==> config.mk <==
export PLATFORM = sky130hd
export DESIGN_NAME = tap_detector
export DESIGN_NICKNAME = d
export VERILOG_FILES = /design/src/rtl/tap_pkg.sv /design/src/rtl/tap_axis_cmp.sv /design/src/rtl/tap_gap_div.sv /design/src/rtl/tap_fsm.sv /design/src/rtl/tap_detector.sv
export SDC_FILE = /design/constraint.sdc
export NUM_CORES = 1
export LEC_CHECK = 0
export BUFFER_PORTS_ARGS = -buffer_cell sky130_fd_sc_hd__buf_2
export CORE_ASPECT_RATIO = 1.5
export CORE_MARGIN = 2
export CORE_UTILIZATION = 30
export CTS_BUF_LIST = sky130_fd_sc_hd__clkbuf_2
export CTS_CLUSTER_DIAMETER = 80
export DETAILED_ROUTE_END_ITERATION = 10
export HOLD_SLACK_MARGIN = 0.1
export SETUP_SLACK_MARGIN = 0.1
export SYNTH_ARGS = -nofsm -noshare
export SYNTH_HDL_FRONTEND = slang
export SYNTH_SLANG_ARGS = --single-unit
==> constraint.sdc <==
create_clock -name clk -period 6 [get_ports clk]
set_clock_uncertainty 0.1 [all_clocks]
set_input_delay 0.3 -clock clk [delete_from_list [all_inputs] [get_ports clk]]
set_output_delay 0.3 -clock clk [all_outputs]
set_load 0.03 [all_outputs]
==> src/rtl/tap_pkg.sv <==
package tap_pkg;
  localparam int NAX = 3;

  typedef enum logic [2:0] {
    ST_IDLE,
    ST_TAP1,
    ST_LAT,
    ST_WIN,
    ST_TAP2
  } tap_st_e;
endpackage

==> src/rtl/tap_axis_cmp.sv <==
module tap_axis_cmp #(
  parameter int SW  = 16,
  parameter int TW  = 8,
  parameter int NAX = 3
) (
  input  logic                     smp_valid,
  input  logic [NAX-1:0][SW-1:0]   smp,
  input  logic [NAX-1:0]           en,
  input  logic [TW-1:0]            thr,
  output logic [NAX-1:0]           hit
);
  localparam int MW = SW + 1;

  for (genvar g = 0; g < NAX; g++) begin : g_axis
    logic [MW-1:0] mag;
    assign mag = smp[g][SW-1] ? ({1'b0, ~smp[g]} + MW'(1)) : {1'b0, smp[g]};
    assign hit[g] = smp_valid && en[g] && (mag > MW'(thr));
  end
endmodule

==> src/rtl/tap_gap_div.sv <==
module tap_gap_div #(
  parameter int GAP_DIV = 2
) (
  input  logic clk,
  input  logic rst,
  input  logic clr,
  input  logic tb_tick,
  output logic gap_tick
);
  localparam int DW = (GAP_DIV > 1) ? $clog2(GAP_DIV) : 1;

  logic [DW-1:0] div_q;

  assign gap_tick = tb_tick && (div_q == DW'(GAP_DIV - 1));

  always_ff @(posedge clk) begin
    if (rst || clr)
      div_q <= '0;
    else if (tb_tick)
      div_q <= gap_tick ? '0 : div_q + DW'(1);
  end
endmodule

==> src/rtl/tap_fsm.sv <==
module tap_fsm
  import tap_pkg::*;
#(
  parameter int CW = 8
) (
  input  logic           clk,
  input  logic           rst,
  input  logic           smp_valid,
  input  logic           above,
  input  logic [NAX-1:0] hits,
  input  logic           tb_tick,
  input  logic           gap_tick,
  input  logic [CW-1:0]  cfg_dur,
  input  logic [CW-1:0]  cfg_latent,
  input  logic [CW-1:0]  cfg_window,
  input  logic           suppress,
  output logic           div_clr,
  output logic           single_tap,
  output logic           double_tap,
  output logic [NAX-1:0] tap_src
);
  tap_st_e        st_q, st_d;
  logic [CW-1:0]  dcnt_q, dcnt_d;
  logic [CW-1:0]  gcnt_q, gcnt_d;
  logic [NAX-1:0] acc_q, acc_d;
  logic [NAX-1:0] src_d;
  logic           sgl_d, dbl_d;

  always_comb begin
    st_d   = st_q;
    dcnt_d = dcnt_q;
    gcnt_d = gcnt_q;
    acc_d  = acc_q;
    src_d  = tap_src;
    sgl_d  = 1'b0;
    dbl_d  = 1'b0;
    case (st_q)
      ST_IDLE: begin
        if (cfg_dur != '0 && above) begin
          st_d   = ST_TAP1;
          dcnt_d = '0;
          acc_d  = hits;
        end
      end
      ST_TAP1, ST_TAP2: begin
        if (cfg_dur == '0) begin
          st_d = ST_IDLE;
        end else if (smp_valid && !above) begin
          src_d  = acc_q;
          gcnt_d = '0;
          if (st_q == ST_TAP1) begin
            sgl_d = 1'b1;
            st_d  = (cfg_latent == '0 || cfg_window == '0) ? ST_IDLE : ST_LAT;
          end else begin
            dbl_d = 1'b1;
            st_d  = ST_IDLE;
          end
        end else begin
          if (above)
            acc_d = acc_q | hits;
          if (tb_tick) begin
            if (dcnt_q == cfg_dur)
              st_d = ST_IDLE;
            else
              dcnt_d = dcnt_q + CW'(1);
          end
        end
      end
      ST_LAT: begin
        if (above && suppress) begin
          st_d = ST_IDLE;
        end else if (gap_tick) begin
          if (gcnt_q == cfg_latent - CW'(1)) begin
            st_d   = ST_WIN;
            gcnt_d = '0;
          end else begin
            gcnt_d = gcnt_q + CW'(1);
          end
        end
      end
      ST_WIN: begin
        if (above) begin
          st_d   = ST_TAP2;
          dcnt_d = '0;
          acc_d  = hits;
        end else if (gap_tick) begin
          if (gcnt_q == cfg_window - CW'(1))
            st_d = ST_IDLE;
          else
            gcnt_d = gcnt_q + CW'(1);
        end
      end
      default: st_d = ST_IDLE;
    endcase
  end

  assign div_clr = !(st_q == ST_LAT || st_q == ST_WIN) || (st_d != st_q);

  always_ff @(posedge clk) begin
    if (rst) begin
      st_q       <= ST_IDLE;
      dcnt_q     <= '0;
      gcnt_q     <= '0;
      acc_q      <= '0;
      single_tap <= 1'b0;
      double_tap <= 1'b0;
      tap_src    <= '0;
    end else begin
      st_q       <= st_d;
      dcnt_q     <= dcnt_d;
      gcnt_q     <= gcnt_d;
      acc_q      <= acc_d;
      single_tap <= sgl_d;
      double_tap <= dbl_d;
      tap_src    <= src_d;
    end
  end
endmodule

==> src/rtl/tap_detector.sv <==
module tap_detector
  import tap_pkg::*;
#(
  parameter int SW      = 16,
  parameter int TW      = 8,
  parameter int CW      = 8,
  parameter int GAP_DIV = 2
) (
  input  logic          clk,
  input  logic          rst,
  input  logic          smp_valid,
  input  logic [SW-1:0] smp_x,
  input  logic [SW-1:0] smp_y,
  input  logic [SW-1:0] smp_z,
  input  logic          tb_tick,
  input  logic [TW-1:0] cfg_thresh,
  input  logic [CW-1:0] cfg_dur,
  input  logic [CW-1:0] cfg_latent,
  input  logic [CW-1:0] cfg_window,
  input  logic [3:0]    cfg_axes,
  output logic          single_tap,
  output logic          double_tap,
  output logic [2:0]    tap_src
);
  logic [NAX-1:0][SW-1:0] smp_bus;
  logic [NAX-1:0]         hits;
  logic                   gap_tick;
  logic                   div_clr;

  assign smp_bus = {smp_x, smp_y, smp_z};

  tap_axis_cmp #(.SW(SW), .TW(TW), .NAX(NAX)) u_cmp (
    .smp_valid (smp_valid),
    .smp       (smp_bus),
    .en        (cfg_axes[NAX-1:0]),
    .thr       (cfg_thresh),
    .hit       (hits)
  );

  tap_gap_div #(.GAP_DIV(GAP_DIV)) u_div (
    .clk      (clk),
    .rst      (rst),
    .clr      (div_clr),
    .tb_tick  (tb_tick),
    .gap_tick (gap_tick)
  );

  tap_fsm #(.CW(CW)) u_fsm (
    .clk        (clk),
    .rst        (rst),
    .smp_valid  (smp_valid),
    .above      (|hits),
    .hits       (hits),
    .tb_tick    (tb_tick),
    .gap_tick   (gap_tick),
    .cfg_dur    (cfg_dur),
    .cfg_latent (cfg_latent),
    .cfg_window (cfg_window),
    .suppress   (cfg_axes[3]),
    .div_clr    (div_clr),
    .single_tap (single_tap),
    .double_tap (double_tap),
    .tap_src    (tap_src)
  );
endmodule

## Word level (Yosys, flattened, before mapping)

Cells that the tools add are included.

- Logic and storage cells: 119
- Input port bits: 88
- Output and inout port bits: 5
- Flip-flop bits (word level): 28

- Equality and inequality tests: 21
- Reduce and logical (&&, ||, !) cells: 30
- $lt $le $gt $ge: 3
- Bitwise gates (word level): 7
- Muxes and demuxes: 42
- Add/sub/neg operators: 8

Operator list:

| operator | number |
|---|---|
| 2-to-1 mux 8 bit | 14 |
| adder 16 x 1 -> 17 bit (second input constant) | 3 |
| greater-than comparator 17 x 8 -> 1 bit | 3 |
| 2-to-1 mux 17 bit | 3 |
| 2-to-1 mux 3 bit | 17 |
| NOT 16 bit | 3 |
| case mux 8 bit (3 select lines) | 2 |
| equality test 8 bit | 3 |
| zero test 8 bit | 3 |
| != test 2 bit (second input constant) | 9 |
| adder 8 x 1 -> 8 bit (second input constant) | 2 |
| subtractor 8 x 1 -> 8 bit (second input constant) | 2 |
| case mux 3 bit (4 select lines) | 1 |
| logical AND 1 bit | 10 |
| case mux 3 bit (3 select lines) | 1 |
| != test 2 x 1 -> 1 bit (second input constant) | 4 |
| AND reduction 8 bit | 1 |
| nonzero test 8 bit | 1 |
| AND reduction 7 bit | 1 |
| equality test 3 x 2 -> 1 bit (second input constant) | 2 |
| AND reduction 6 bit | 1 |
| nonzero test 3 bit | 2 |
| logical OR 1 bit | 4 |
| OR reduction 4 bit | 1 |
| other kinds (13) | 18 |

## Logic depth before layout (Yosys ltp)

- Depth after elaboration: 14
- Gate-level depth with buffers: 17
- Mapped depth without buffers: 15

## Cells and area by module

A second synthesis with hierarchy kept.

- Cells, all modules: 485
- Area, all modules: 3664.8 um^2

Modules (own cells, without submodules):

| module | seq. area each (um^2) | cells an instance | instances | area each (um^2) |
|---|---|---|---|---|
| tap_fsm | 540.5 | 246 | 1 | 2037.0 |
| tap_axis_cmp | 0.0 | 234 | 1 | 1575.3 |
| tap_gap_div | 20.0 | 4 | 1 | 46.3 |
| tap_detector | 0.0 | 1 | 1 | 6.3 |

## Worst setup path after synthesis

No wires, ideal clock.

- Path kind: input to register
- Start: input smp_z[15]
- End: register u_fsm.gcnt_q[7]
- Cell stages on the path: 15
- Path slack: 2.521 ns
- Data required time: 5.783 ns
- Setup time: 0.117 ns
- Arrival time: 3.261 ns
- Buffers on the path: 3
- Cell sequence: clkbuf_1 clkbuf_1 nand2b_1 xnor2_1 ha_1 a211oi_1 o221ai_1 a221o_1 a32oi_1 a41o_1 nand4_4 buf_6 o22ai_4 o221ai_1 a32o_1

- Longest elaborated chain between the ends: 10
- Elaborated cells on any way between the ends: 13
- Those cells by class: add/sub: 1; order compare: 1; eq/ne: 3; mux: 1; bitwise: 1; reduce/logical: 6

Ends and longest elaborated chain:

| what | RTL line | text |
|---|---|---|
| from (decl) | tap_detector.sv:14 | `input logic [SW-1:0] smp_z,` |
| NOT 16 bit | tap_axis_cmp.sv:16 | `assign mag = smp[g][SW-1] ? ({1'b0, ~smp[g]} + MW'(1)) : {1'b0, smp[g]};` |
| adder 16 x 1 -> 17 bit | tap_axis_cmp.sv:16 |  |
| 2-to-1 mux 17 bit * | tap_axis_cmp.sv:16 |  |
| greater-than comparator 17 x 8 -> 1 bit * | tap_axis_cmp.sv:17 | `assign hit[g] = smp_valid && en[g] && (mag > MW'(thr));` |
| logical AND 1 bit * | tap_axis_cmp.sv:17 |  |
| OR reduction 3 bit * | tap_detector.sv:52 | `.above (\|hits),` |
| zero test 1 bit | tap_fsm.sv:48 | `end else if (smp_valid && !above) begin` |
| logical AND 1 bit | tap_fsm.sv:48 |  |
| != test 2 x 1 -> 1 bit (no line) | n/a |  |
| AND reduction 8 bit (no line) * | n/a |  |
| to (signal assigned) | tap_fsm.sv:111 | `gcnt_q <= gcnt_d;` |
| to (decl) | tap_fsm.sv:24 | `logic [CW-1:0] gcnt_q, gcnt_d;` |

Every way passes the cells marked *; elsewhere a longest branch is shown, timed or not.
A chain may end at the register's enable or synchronous reset.

## Worst setup path in the final report

- Start: input smp_y[4]
- End: register u_fsm.gcnt_q[5]

- Longest elaborated chain between the ends: 10
- Elaborated cells on any way between the ends: 13
- Those cells by class: add/sub: 1; order compare: 1; eq/ne: 3; mux: 1; bitwise: 1; reduce/logical: 6

Ends and longest elaborated chain:

| what | RTL line | text |
|---|---|---|
| from (decl) | tap_detector.sv:13 | `input logic [SW-1:0] smp_y,` |
| NOT 16 bit | tap_axis_cmp.sv:16 |  |
| adder 16 x 1 -> 17 bit | tap_axis_cmp.sv:16 |  |
| 2-to-1 mux 17 bit * | tap_axis_cmp.sv:16 |  |
| greater-than comparator 17 x 8 -> 1 bit * | tap_axis_cmp.sv:17 |  |
| logical AND 1 bit * | tap_axis_cmp.sv:17 |  |
| OR reduction 3 bit * | tap_detector.sv:52 |  |
| zero test 1 bit | tap_fsm.sv:48 |  |
| logical AND 1 bit | tap_fsm.sv:48 |  |
| != test 2 x 1 -> 1 bit (no line) | n/a |  |
| AND reduction 8 bit (no line) * | n/a |  |

Marked as above.

==> results_dict.tcl <==
set metrics [dict create \
    status "finished, final reports clean" \
    finalCritPeriodShare 0.5945 \
    clockBufferDepth 2 \
    grt_use_met2 0.3006 \
    critical_path_arrival_ps 3800 \
    drtAntennaViolNets 0 \
    yosysWarnings 0 \
    reg2reg_depth 9 \
    place_area_sq_mm 0.004363 \
    drc 0 \
    wl_per_cell_microns 14.81 \
    postSynthCellCount 501 \
    overflow 0 \
    reg2reg_from "u_fsm.gcnt_q[2]" \
    finalSetupViolations 0 \
    grt_pass1_vias 3999 \
    finalNonFillerCells 741 \
    coreArea_sq_mm 0.01239 \
    fin_tns_setup_ps 0 \
    whs_path_depth 3 \
    place_ws_ps 2026 \
    cts_buffers 3 \
    n_antenna_cell 0 \
    hold_end "u_div.div_q" \
    ys_seq_area_frac 0.1490 \
    leakagePower_nw 1.829 \
    start_util 0.3036 \
    synth_area_per_cell_sq_um 7.507 \
    fin_area_sq_mm 0.004408 \
    cts.sinks 28 \
    crit_type "input port to flop" \
    synth_ff_type "dfxtp_1" \
    max_slew.worst_pin.slew_ps 683.4 \
    die-area_sq_mm 0.01347 \
    ys_top_cells_by_area "dfxtp_1, ha_1, xnor2_1, nand2_1, xor2_1" \
    hp-start "tb_tick" \
    firstDrtPassIters 4 \
    slew_violations 0 \
    crit_required_ps 6230 \
    cts.repair.resized 0 \
    cts_tree "done" \
    die_w_microns 95.42 \
    totalWireLength_microns 10970 \
    netlist.area_leader.share 0.1490 \
    drive_gt1_frac 0.1949 \
    worstSetupEndpointType "flop" \
    power_density_mw_per_mm2 125.6 \
    ys_ff_latch 28 \
    num_vias 4112 \
    yosysTopAreaCell "dfxtp_1" \
    ir_drop_v 0.00007341 \
    dpl.hpwl_microns 9056 \
    grt_first_pass_wirelength_microns 17590 \
    hold_class "input port to flop" \
    cp-start-kind "input port" \
    yosysMostFrequentCell "nand2_1" \
    portBuffers 92 \
    synthTopCellsByCount "nand2_1, inv_1, nor2_1" \
    setup_ws_ps 2433 \
    final_nets 705 \
    synthArstFlopShare 0 \
    rrSetupSlack_ps 3050 \
    areaGrowthSynthToFinish_pct 17.20 \
    num_rows 50 \
    cp_max_fo 13 \
    postCtsSetupBuffers 0 \
    maxCapViolations 0 \
    r2r-end "u_fsm.gcnt_q[2]" \
    grtUsageMet3 0.01657 \
    first_iter_violations 158 \
    clock.fmax_mhz 280.4 \
    cts_hold_buf 0 \
    fin_crit_ps 3567 \
    clk_pin_slew_worst_paths_ps 300 \
    htree_levels 1 \
    grt_max_degree 20 \
    hold_viol 0 \
    synth_edf_count 0 \
    cts_root_buf "clkbuf_2" \
    syn-cell-area_sq_mm 0.003761 \
    chipHeight_microns 141.1 \
    ioPinCount 93 \
    top_usage_layer "met2" \
    antenna_found_initial 0 \
    routabilityCongestion 0.9168 \
    rsz0062_at_grt "no" \
    use_met1 0.1777 \
    synth_fp_nets 620 \
    grt_usage 0.1564 \
    insertion_delay_ps 390 \
    placed_cells 737 \
    avgViaCountPerCell 5.549 \
    relSlewSlack 0.5326 \
    synth_cell_types 74 \
    hold_ws_ps 128.6 \
]
-- routing by layer --
metal	wire [microns]	part of all wire	vias up
met4	143	0.013	0
met1	4401	0.40	1897
met3	604	0.055	10
li1	-	-	2073
met2	5822	0.53	132
met5	0	0	-
-- logic make-up (layout without fill, tap and decap cells) --
| group | Yosys count | count (layout) | synth area share |
|---|---|---|---|
| AO/OA/AOI/OAI | 135 | 135 | 0.2628 |
| XOR/XNOR | 46 | 46 | 0.1071 |
| adder cells (fa/ha/maj) | 31 | 31 | 0.1031 |
| buffers and inverters | 49 | 133 | 0.05123 |
| flip-flops | 28 | 28 | 0.1490 |
| multiplexers | 10 | 10 | 0.02695 |
| AND/OR/NAND/NOR | 202 | 202 | 0.2997 |
-- area by class of cell --
type	count	area, sq um
clock inverter	1	30.03
sequential	28	560.5
tap	156	195.2
clock buffer	3	15.01
fill	1367	7979
multi-input combinational	424	3008
timing repair buffer	92	460.4
inverter	37	138.9
-- sequential cells by signal (all words and copies together) (netlist names) --
register          flops
u_fsm.acc_q           3
u_fsm.gcnt_q          8
u_div.div_q           1
u_fsm.single_tap      1
u_fsm.double_tap      1
u_fsm.tap_src         3
u_fsm.st_q            3
u_fsm.dcnt_q          8
-- report_power, final --
part / total [mW] / internal, mW / switching, mW
clock network: 0.118 / 0.0573 / 0.0604
logic: 0.238 / 0.0994 / 0.139
registers: 0.198 / 0.191 / 0.00650
-- stage by stage --
| step | power, mW | utilization |
|---|---|---|
| after floorplan | 0.3533 | - |
| after global placement | 0.4310 | 0.3522 |
| after detailed placement | 0.4385 | 0.3522 |
| after CTS | 0.5570 | 0.3559 |
| after global routing | 0.5917 | 0.3559 |
| final | 0.5537 | 0.3559 |
-- worst max-delay path, stage by stage --
cell	delay [ps]
buf_2	130
nor4_4	520
nand2_1	100
nand2_1	90
xnor2_1	120
ha_1	270
a21oi_1	140
o21ai_0	90
a221oi_1	290
a41oi_1	130
o311ai_4	400
nand4_4	290
o21ai_1	440
a41oi_1	180
a311oi_1	300
-- cells in the final DEF, fill, tap and decap left out, types with 14 or more instances in the layout --
cell type   n
xnor2_1    29
nand3_1    18
buf_2      92
inv_1      37
xor2_1     17
a21oi_1    23
nor3_1     14
dfxtp_1    28
nand2_1    50
nor2_1     36
o21ai_0    27
ha_1       31
-- worst max-delay path by stage --
stage / slack (ps) / end / startpoint / cells after the start
3_5_place_dp: 2030 / u_fsm.dcnt_q[7] / smp_y[4] / 15
6_report: 2430 / u_fsm.gcnt_q[5] / smp_y[4] / 15
4_1_cts: 2440 / u_fsm.dcnt_q[4] / smp_y[4] / 15
3_3_place_gp: 2160 / u_fsm.gcnt_q[2] / smp_y[4] / 15
5_1_grt: 1960 / u_fsm.dcnt_q[4] / smp_x[4] / 15
2_1_floorplan: 2520 / u_fsm.gcnt_q[7] / smp_z[15] / 15
(Power assumes the default switching activity.)
